--- config.mk ---
export PLATFORM = sky130hd
export DESIGN_NAME = rowthr_gate
export DESIGN_NICKNAME = d
export VERILOG_FILES = /design/src/rtl/rowthr_pkg.sv /design/src/rtl/rowthr_table.sv /design/src/rtl/rowthr_ctrl.sv /design/src/rtl/rowthr_gate.sv
export SDC_FILE = /design/constraint.sdc
export NUM_CORES = 1
export LEC_CHECK = 0
export ABC_CLOCK_PERIOD_IN_PS = 6340
export BUFFER_PORTS_ARGS = -buffer_cell sky130_fd_sc_hd__buf_2
export CAP_MARGIN = 0
export CORE_ASPECT_RATIO = 1.5
export CORE_MARGIN = 5
export CORE_UTILIZATION = 50
export CTS_BUF_LIST = sky130_fd_sc_hd__clkbuf_8
export CTS_CLUSTER_SIZE = 10
export DETAILED_ROUTE_END_ITERATION = 8
export PLACE_DENSITY_LB_ADDON = 0.2
export SYNTH_ARGS = -nofsm -noshare
export SYNTH_HDL_FRONTEND = slang
export SYNTH_SLANG_ARGS = --single-unit
export TNS_END_PERCENT = 100
--- constraint.sdc ---
create_clock -name clk -period 6.34 [get_ports clk]
set_clock_uncertainty 0.05 [all_clocks]
set_input_delay 0.951 -clock clk [delete_from_list [all_inputs] [get_ports clk]]
set_output_delay 0.951 -clock clk [all_outputs]
set_load 0.01 [all_outputs]
--- src/rtl/rowthr_pkg.sv ---
package rowthr_pkg;
  // Update strobes from the decision logic to the row table.
  typedef struct packed {
    logic touch;   // grant to a row already tracked
    logic alloc;   // grant to a new row: take the LRU entry
    logic clear;   // refresh-window boundary: clear all counts
  } rowthr_strb_t;
endpackage

--- src/rtl/rowthr_table.sv ---
module rowthr_table
  import rowthr_pkg::*;
#(
  parameter int ENTRIES = 8,
  parameter int BANK_W  = 3,
  parameter int ROW_W   = 16,
  parameter int GAP_CYC = 100,
  parameter int ACT_CAP = 128000
) (
  input  logic              clk,
  input  logic              rst_n,
  input  logic [BANK_W-1:0] reqBank,
  input  logic [ROW_W-1:0]  reqRow,
  input  rowthr_strb_t      strb,
  output logic              hit,
  output logic              hitReady
);
  localparam int IDX_W = (ENTRIES > 1) ? $clog2(ENTRIES) : 1;
  localparam int CNT_W = $clog2(ACT_CAP + 1);
  localparam int GAP_W = $clog2(GAP_CYC + 1);
  localparam logic [GAP_W-1:0] GAP_LOAD = GAP_W'(GAP_CYC - 1);
  localparam logic [CNT_W-1:0] CAP_V    = CNT_W'(ACT_CAP);
  localparam logic [IDX_W-1:0] OLDEST   = IDX_W'(ENTRIES - 1);

  logic              valid  [ENTRIES];
  logic [BANK_W-1:0] bankQ  [ENTRIES];
  logic [ROW_W-1:0]  rowQ   [ENTRIES];
  logic [GAP_W-1:0]  gapQ   [ENTRIES];
  logic [CNT_W-1:0]  cntQ   [ENTRIES];
  logic [IDX_W-1:0]  rankQ  [ENTRIES];

  logic [IDX_W-1:0]  hitIdx, victimIdx, selIdx, selRank;
  logic [ENTRIES-1:0] hitVec, victimVec;

  always_comb begin
    hitIdx    = '0;
    victimIdx = '0;
    for (int i = 0; i < ENTRIES; i++) begin
      hitVec[i]    = valid[i] && (bankQ[i] == reqBank) && (rowQ[i] == reqRow);
      victimVec[i] = (rankQ[i] == OLDEST);
      if (hitVec[i])    hitIdx    = IDX_W'(i);
      if (victimVec[i]) victimIdx = IDX_W'(i);
    end
    hit      = |hitVec;
    hitReady = hit && (gapQ[hitIdx] == '0) && (cntQ[hitIdx] < CAP_V);
    selIdx   = strb.touch ? hitIdx : victimIdx;
    selRank  = rankQ[selIdx];
  end

  always_ff @(posedge clk) begin
    if (!rst_n) begin
      for (int i = 0; i < ENTRIES; i++) begin
        valid[i] <= 1'b0;
        bankQ[i] <= '0;
        rowQ[i]  <= '0;
        gapQ[i]  <= '0;
        cntQ[i]  <= '0;
        rankQ[i] <= IDX_W'(i);
      end
    end else begin
      for (int i = 0; i < ENTRIES; i++) begin
        if (strb.alloc && (victimIdx == IDX_W'(i))) begin
          valid[i] <= 1'b1;
          bankQ[i] <= reqBank;
          rowQ[i]  <= reqRow;
          gapQ[i]  <= GAP_LOAD;
          cntQ[i]  <= CNT_W'(1);
        end else if (strb.touch && (hitIdx == IDX_W'(i))) begin
          gapQ[i]  <= GAP_LOAD;
          cntQ[i]  <= strb.clear ? CNT_W'(1) : cntQ[i] + CNT_W'(1);
        end else begin
          if (gapQ[i] != '0) gapQ[i] <= gapQ[i] - GAP_W'(1);
          if (strb.clear)    cntQ[i] <= '0;
        end
        if (strb.touch || strb.alloc) begin
          if (selIdx == IDX_W'(i))     rankQ[i] <= '0;
          else if (rankQ[i] < selRank) rankQ[i] <= rankQ[i] + IDX_W'(1);
        end
      end
    end
  end

  // Assertions
  p_one_update_r6: assert property (@(posedge clk) disable iff (!rst_n)
    $onehot0({strb.touch, strb.alloc}));

  p_single_victim_r7: assert property (@(posedge clk) disable iff (!rst_n)
    $countones(victimVec) == 1);

  p_single_match_r7: assert property (@(posedge clk) disable iff (!rst_n)
    $onehot0(hitVec));

  for (genvar g = 0; g < ENTRIES; g++) begin : g_chk
    p_spacing_kept_r2: assert property (@(posedge clk) disable iff (!rst_n)
      (strb.touch && hitVec[g]) |-> (gapQ[g] == '0));
    p_cap_bound_r3: assert property (@(posedge clk) disable iff (!rst_n)
      cntQ[g] <= CAP_V);
    p_window_clear_r4: assert property (@(posedge clk) disable iff (!rst_n)
      strb.clear |=> (cntQ[g] <= CNT_W'(1)));
  end
endmodule

--- src/rtl/rowthr_ctrl.sv ---
module rowthr_ctrl
  import rowthr_pkg::*;
#(
  parameter int WIN_CYC = 12800000
) (
  input  logic         clk,
  input  logic         rst_n,
  input  logic         actValid,
  input  logic         hit,
  input  logic         hitReady,
  output rowthr_strb_t strb,
  output logic         actGrant,
  output logic         actStall
);
  localparam int WIN_W = $clog2(WIN_CYC + 1);
  localparam logic [WIN_W-1:0] WIN_LAST = WIN_W'(WIN_CYC - 1);

  logic [WIN_W-1:0] winCnt;
  logic             winEnd;

  assign winEnd = (winCnt == WIN_LAST);

  always_ff @(posedge clk) begin
    if (!rst_n)      winCnt <= '0;
    else if (winEnd) winCnt <= '0;
    else             winCnt <= winCnt + WIN_W'(1);
  end

  always_comb begin
    actGrant   = actValid && (!hit || hitReady);
    actStall   = actValid && !actGrant;
    strb.touch = actGrant && hit;
    strb.alloc = actGrant && !hit;
    strb.clear = winEnd;
  end

  p_window_wrap_r4: assert property (@(posedge clk) disable iff (!rst_n)
    strb.clear |=> (winCnt == '0));

  p_grant_idle_r6: assert property (@(posedge clk) disable iff (!rst_n)
    !actValid |-> (!actGrant && !actStall));
endmodule

--- src/rtl/rowthr_gate.sv ---
module rowthr_gate
  import rowthr_pkg::*;
#(
  parameter int CLK_PS     = 5000,
  parameter int MIN_GAP_NS = 500,
  parameter int WINDOW_NS  = 64000000,
  parameter int ACT_CAP    = WINDOW_NS / MIN_GAP_NS,
  parameter int ENTRIES    = 8,
  parameter int BANK_W     = 3,
  parameter int ROW_W      = 16
) (
  input  logic              clk,
  input  logic              rst_n,
  input  logic              actValid,
  input  logic [BANK_W-1:0] actBank,
  input  logic [ROW_W-1:0]  actRow,
  output logic              actGrant,
  output logic              actStall
);
  localparam longint GAP_L   = (longint'(MIN_GAP_NS) * 1000) / CLK_PS;
  localparam longint WIN_L   = (longint'(WINDOW_NS) * 1000) / CLK_PS;
  localparam int     GAP_CYC = int'(GAP_L);
  localparam int     WIN_CYC = int'(WIN_L);

  rowthr_strb_t strb;
  logic         hit, hitReady;

  rowthr_ctrl #(.WIN_CYC(WIN_CYC)) u_ctrl (
    .clk(clk), .rst_n(rst_n), .actValid(actValid),
    .hit(hit), .hitReady(hitReady), .strb(strb),
    .actGrant(actGrant), .actStall(actStall)
  );

  rowthr_table #(
    .ENTRIES(ENTRIES), .BANK_W(BANK_W), .ROW_W(ROW_W),
    .GAP_CYC(GAP_CYC), .ACT_CAP(ACT_CAP)
  ) u_table (
    .clk(clk), .rst_n(rst_n), .reqBank(actBank), .reqRow(actRow),
    .strb(strb), .hit(hit), .hitReady(hitReady)
  );
endmodule

Word level (Yosys, flattened, before mapping)

Memories as Yosys holds them, arrays and structs flattened.
Index checks and enable logic that the tools add are counted.

Flip-flop bits (word level): 24
Bits in writable memories: 376
Bits of input ports: 22
Output and inout port bits: 2
Memories: 6

Memory list:

| memory        | depth | width | rd ports | clocked after Yosys merged registers in | wr ports | RTL line           | text |
|---|---|---|---|---|---|---|---|
| u_table.cntQ  | 8     | 17    | 9        | 0                                       | 8        | rowthr_table.sv:29 | `logic [CNT_W-1:0] cntQ [ENTRIES];` |
| u_table.rowQ  | 8     | 16    | 8        | 0                                       | 8        | rowthr_table.sv:27 | `logic [ROW_W-1:0] rowQ [ENTRIES];` |
| u_table.gapQ  | 8     | 7     | 9        | 0                                       | 8        | rowthr_table.sv:28 | `logic [GAP_W-1:0] gapQ [ENTRIES];` |
| u_table.bankQ | 8     | 3     | 8        | 0                                       | 8        | rowthr_table.sv:26 | `logic [BANK_W-1:0] bankQ [ENTRIES];` |
| u_table.rankQ | 8     | 3     | 9        | 0                                       | 8        | rowthr_table.sv:30 | `logic [IDX_W-1:0] rankQ [ENTRIES];` |
| u_table.valid | 8     | 1     | 8        | 0                                       | 8        | rowthr_table.sv:25 | `logic valid [ENTRIES];` |

$add $sub $neg: 25
Magnitude comparators: 9
Equality and inequality tests: 45
Multiplexer cells: 313
Bitwise logic cells: 89
Reductions and logical operators: 56

Operators with widths:

| kind                                              | count |
|---|---|
| 2-to-1 mux 17 bit                                 | 32 |
| 2-to-1 mux 1 bit                                  | 212 |
| 2-to-1 mux 7 bit                                  | 24 |
| adder 17 x 1 -> 17 bit (second input constant)    | 8 |
| == test 16 bit                                    | 8 |
| 2-to-1 mux 16 bit                                 | 8 |
| 2-to-1 mux 3 bit                                  | 33 |
| OR 1 bit                                          | 88 |
| == test 3 bit (second input constant)             | 19 |
| nonzero test 7 bit                                | 8 |
| subtractor 7 x 1 -> 7 bit (second input constant) | 8 |
| logical AND 1 bit                                 | 38 |
| adder 24 x 1 -> 24 bit (second input constant)    | 1 |
| adder 3 x 1 -> 3 bit (second input constant)      | 8 |
| == test 24 bit (second input constant)            | 1 |
| == test 3 bit                                     | 8 |
| < comparator 3 bit                                | 8 |
| == test 3 x 2 -> 1 bit (second input constant)    | 6 |
| < comparator 17 bit (second input constant)       | 1 |
| == test 3 x 1 -> 1 bit (second input constant)    | 3 |
| logical NOT 3 bit                                 | 3 |
| 2-to-1 mux 2 bit                                  | 4 |
| OR reduction 8 bit                                | 1 |
| logical NOT 7 bit                                 | 1 |
| other kinds (4)                                   | 6 |

Depth between registers and ports, before layout

An unclocked memory read counts as a cell.

Depth in word-level cells: 27
Gate-level depth with buffers: 22
Depth with buffers taken out: 20

Modules after synthesis

A second synthesis with hierarchy kept.

Cell total of the unflattened synthesis: 1997
Area total of the unflattened synthesis: 21415.5 um^2

Modules (own cells, without submodules):

| module       | times used | cells an instance | area each (um^2) | seq. area each (um^2) |
|---|---|---|---|---|
| rowthr_table | 1          | 1863              | 20241.9          | 11240.8 |
| rowthr_ctrl  | 1          | 134               | 1173.6           | 480.5 |

Worst setup path before layout

Ideal clock, no wire load.

Kind: input to register
From: input port actBank[2]
To: memory u_table.rankQ[5][0] (netlist bit), enable pin
Setup time: 0.334 ns
Arrival time: 5.146 ns
Required time: 5.956 ns
Setup slack: 0.810 ns
Cell stages on the path: 20
Buffers on the path: 2
Path through: buf_4 xor2_1 nor4_1 nand3_1 nor3_1 a21boi_1 o21a_1 o21ai_1 mux4_2 nor4_4 buf_6 mux2_2 inv_1 o22ai_1 or3_1 o31a_1 ha_1 a211o_1 or2_2 o211ai_1

RTL lines:

| what               | RTL line           | text |
|---|---|---|
| start: declaration | rowthr_gate.sv:15  | `input logic [BANK_W-1:0] actBank,` |
| end: declaration   | rowthr_table.sv:30 |  |

==> impl_results.md <==
* Post-Synth XOR/XNOR Area at 0.135
* Post-CTS sizing at 0
* Average size of a mapped cell at 10.7 sq um
* Core area at between 0.04 and 0.05 sq mm
* HP Class: flop to flop
* Largest family of logic cells by synthesized area: simple AND/OR/NAND/NOR gates
* Total Wirelength at 59.6 mm
* Internal at 6.33 mW
* DRC violations left at 0
* Setup Crit Path Kind: primary input to flop
* FMAX at 180 MHz
* R2R Setup Slk at 880 ps
* Setup Viol. Count Final at 0
* Switch share at 0.389
* Worst-case clock buffer depth at 3
* Synthesized instance count at ~2k
* First DRT Iteration DRCs at 959
* Max-Slew Margin vs Limit at 0.334
* First-pass GRT wire length at around 91 mm
* Share of power burned in registers at 0.415
* Htree depth at 3
* Net switching power at 4.02 mW
* Number of buffers created by CTS at 66
* I/O Buffers at 23
* Largest net degree at the start of global routing at 39
* Post-DRT Antenna Nets at 0
* Initial antenna violation count at 1
* Mux contribution to synthesized area at 0.0132
* Crit. End Element: flop
* Fin. max-slew vios at 0
* Critical-path maximum fanout at 9
* Net Count, Synth at 2075
* Synth warn at 0
* Sequential share of the synthesized area at 0.544
* Share of layout cells above drive strength 1 at 0.108
* Clock power share at 0.211
* Post-Synth Simple-Gate Area at 0.202
* P_leak at 8.86 nW
* Async SR Flop Fraction at 0
* Worst-Skew Late Latency at 640 ps
* Final Hold Viols at 0
* Area grow syn2layout at 11.1%
* CP Launch Type: primary input
* Setup Buffers After CTS at 0
* Crit path largest cell delay at ~560 ps
* RSZ-0062 raised after global routing: false
* PwrDens at 433 mW/mm^2
* Die Y at 264 microns
* Period utilization at 0.878
* Status: finished, final reports clean
* Crit-path slowest cell: nor4_1
* Fill cells at 3890
* Nets@finish at roughly 2.2k
* WP data required at 6570 ps
* Main synth FF type: edfxtp_1
* Netlist Area Pre-Place at about 0.022 sq mm
* DR WL/cell at around 22 microns
* Adder-cell area share of the yosys netlist at 0.0284
* GRT Residual Overflow at 0
* Synth Area in Compound Gates at 0.0467
* Die X at around 180 microns
* DRT Pass-1 Iters at 5
* MaxCap Viol Count at 0
* CP arrival at 5790 ps
* Gr usage total at 0.248
* Final core occ at 0.558
* CTS tree: built
* Root Driver: clkbuf_8
* Detailed placer's ending HPWL at approximately 44 mm
* # clock sinks at 400
* Fin crit period at 5560 ps
* Logic pwr share at 0.374
* Fin worst setup slack at between 700 and 800 ps
* Synthesized flop and latch total at 400
* Num ports at 24
* Pre-CTS setup slack at 238 ps
* Cell Rows at 93
* Via count at 15.7k
* Die ar. at roughly 0.047 sq mm
* Hold_ws at around 420 ps
* Number of global-route vias before repair at 16.1k
* Initial Utilization at 0.503
* CP cell instances: buf_2, xor2_1, nor4_1, nand4_1, a21boi_1, o21a_1, o21ai_1, mux4_2, nor4_4, buf_4, mux2i_1, o22ai_1, or3_1, o31a_1, ha_1, a211o_1, or2_2, o211ai_1
* Vias per inst at about 5.7
* Hold_buf cts at 0
* Actual slew at the worst max-slew pin at between 900 and 1000 ps
* Final Wtd Congestion at 0.982
* Peak supply drop at about 0.26 mV
* Worst-path clk slew at 70 ps
* Post-synth EDFFs at 371
* Synth cell types at 74
* Setup_tns at 0 ps
[metrics by stage]
stage               total power [mW]  instance area (sq um)  instances
floorplan                       6.77                  21500       2005
global placement                8.06                  22700       2627
detailed placement              8.16                  22700       2627
CTS                             10.4                  23900       2741
global route                    10.9                  23900       2742
finish                          10.4                  23900       2742
[power groups by stage]
stage	combinational, mW	sequential (mW)	clock [mW]
floorplan	2.62	4.15	0
global placement	3.74	4.31	0
detailed placement	3.83	4.34	0
CTS	3.85	4.29	2.24
global route	4.23	4.36	2.36
finish	3.87	4.29	2.18
[placed cells by master (no fill, tap or decap), types with 8 or more instances in the layout]
master	instances
or3_1	10
clkinv_1	16
nor2_1	394
edfxtp_1	371
xor2_1	181
ha_1	48
or4_1	8
nand4_1	62
o31ai_1	8
nor4b_1	16
nand3_1	102
and2_1	11
a31oi_1	14
mux2i_1	13
o21ai_0	33
nand2_1	150
and3_1	42
buf_2	23
nor4_1	47
buf_4	90
clkbuf_8	67
dfxtp_1	29
a21oi_1	26
o22ai_1	10
xnor2_1	152
nor3_1	27
inv_1	96
[cell type report]
cell class	instances	area (sq um)	area share
Antenna cell	1	2.50	0.000105
Clock buffer	67	922	0.0386
Clock inverter	47	305	0.0128
Inverter	80	300	0.0126
Multi-Input combinational cell	1464	9160	0.383
Sequential cell	400	11700	0.490
Tap cell	570	713	0.0298
Timing Repair Buffer	113	791	0.0331
[cell families (layout without fill, tap and decap cells)]
logic type                 count (synthesis)  count (layout)
and+or+nand+nor                          912             912
DFF                                      400             400
xor gates and xnor gates                 333             333
AOI/OAI and AO/OA                        146             146
buffers and inverters                    141             307
adders and majority gates                 49              49
muxes                                     24              24
other                                      0               1
[metal layers]
metal	track usage	up-vias	wire length, microns
li1	-	7358	-
met1	0.263	7641	21400
met2	0.457	495	31300
met3	0.0379	194	2730
met4	0.156	0	4160
met5	0	-	0
[sequential cells by signal, indices dropped and copies added (netlist names)]
name           cells
u_table.gapQ      56
u_ctrl.winCnt     24
u_table.valid      8
u_table.rankQ     24
u_table.bankQ     24
u_table.cntQ     136
u_table.rowQ     128
[cells in the mapped netlist (all sizes together) (7+ instances only)]
master	count	area (sq um)
edfxtp	371	11100
and3	42	263
ha	48	601
mux2	9	109
o31ai	9	72.6
nand4	62	388
mux2i	14	153
o22ai	10	62.6
or3	10	62.6
o21ai	40	208
nand3	102	510
nor4b	19	185
xor2	181	1590
or4	8	60.1
nor2	395	1490
nor2b	7	46.3
a21oi	27	139
buf	25	219
and2	11	68.8
clkbuf	36	135
nand2	150	563
nor3	31	188
nor4	48	315
xnor2	152	1330
a31oi	15	100
inv	80	300
dfxtp	29	581
[path summary, 6_finish.rpt]
check	start	end	depth (start not counted)
worst max register to register	u_table.bankQ[0][11]	u_table.rankQ[5][0]	17
worst min-delay path	u_table.valid[0][1]	u_table.valid[0][1]	2
worst max-delay path	actBank[2]	u_table.rankQ[5][0]	18
worst min register to register	u_table.valid[0][1]	u_table.valid[0][1]	2
[worst max-delay path, delay by kind of cell]
family,cells,cell delay [ps]
AND/OR/NAND/NOR,5,1940
AO/OA/AOI/OAI,7,1450
multiplexers,2,630
buffers and inverters,2,380
XOR/XNOR,1,210
adder cells (fa/ha/maj),1,210
Power figures use the tool's default switching activity.
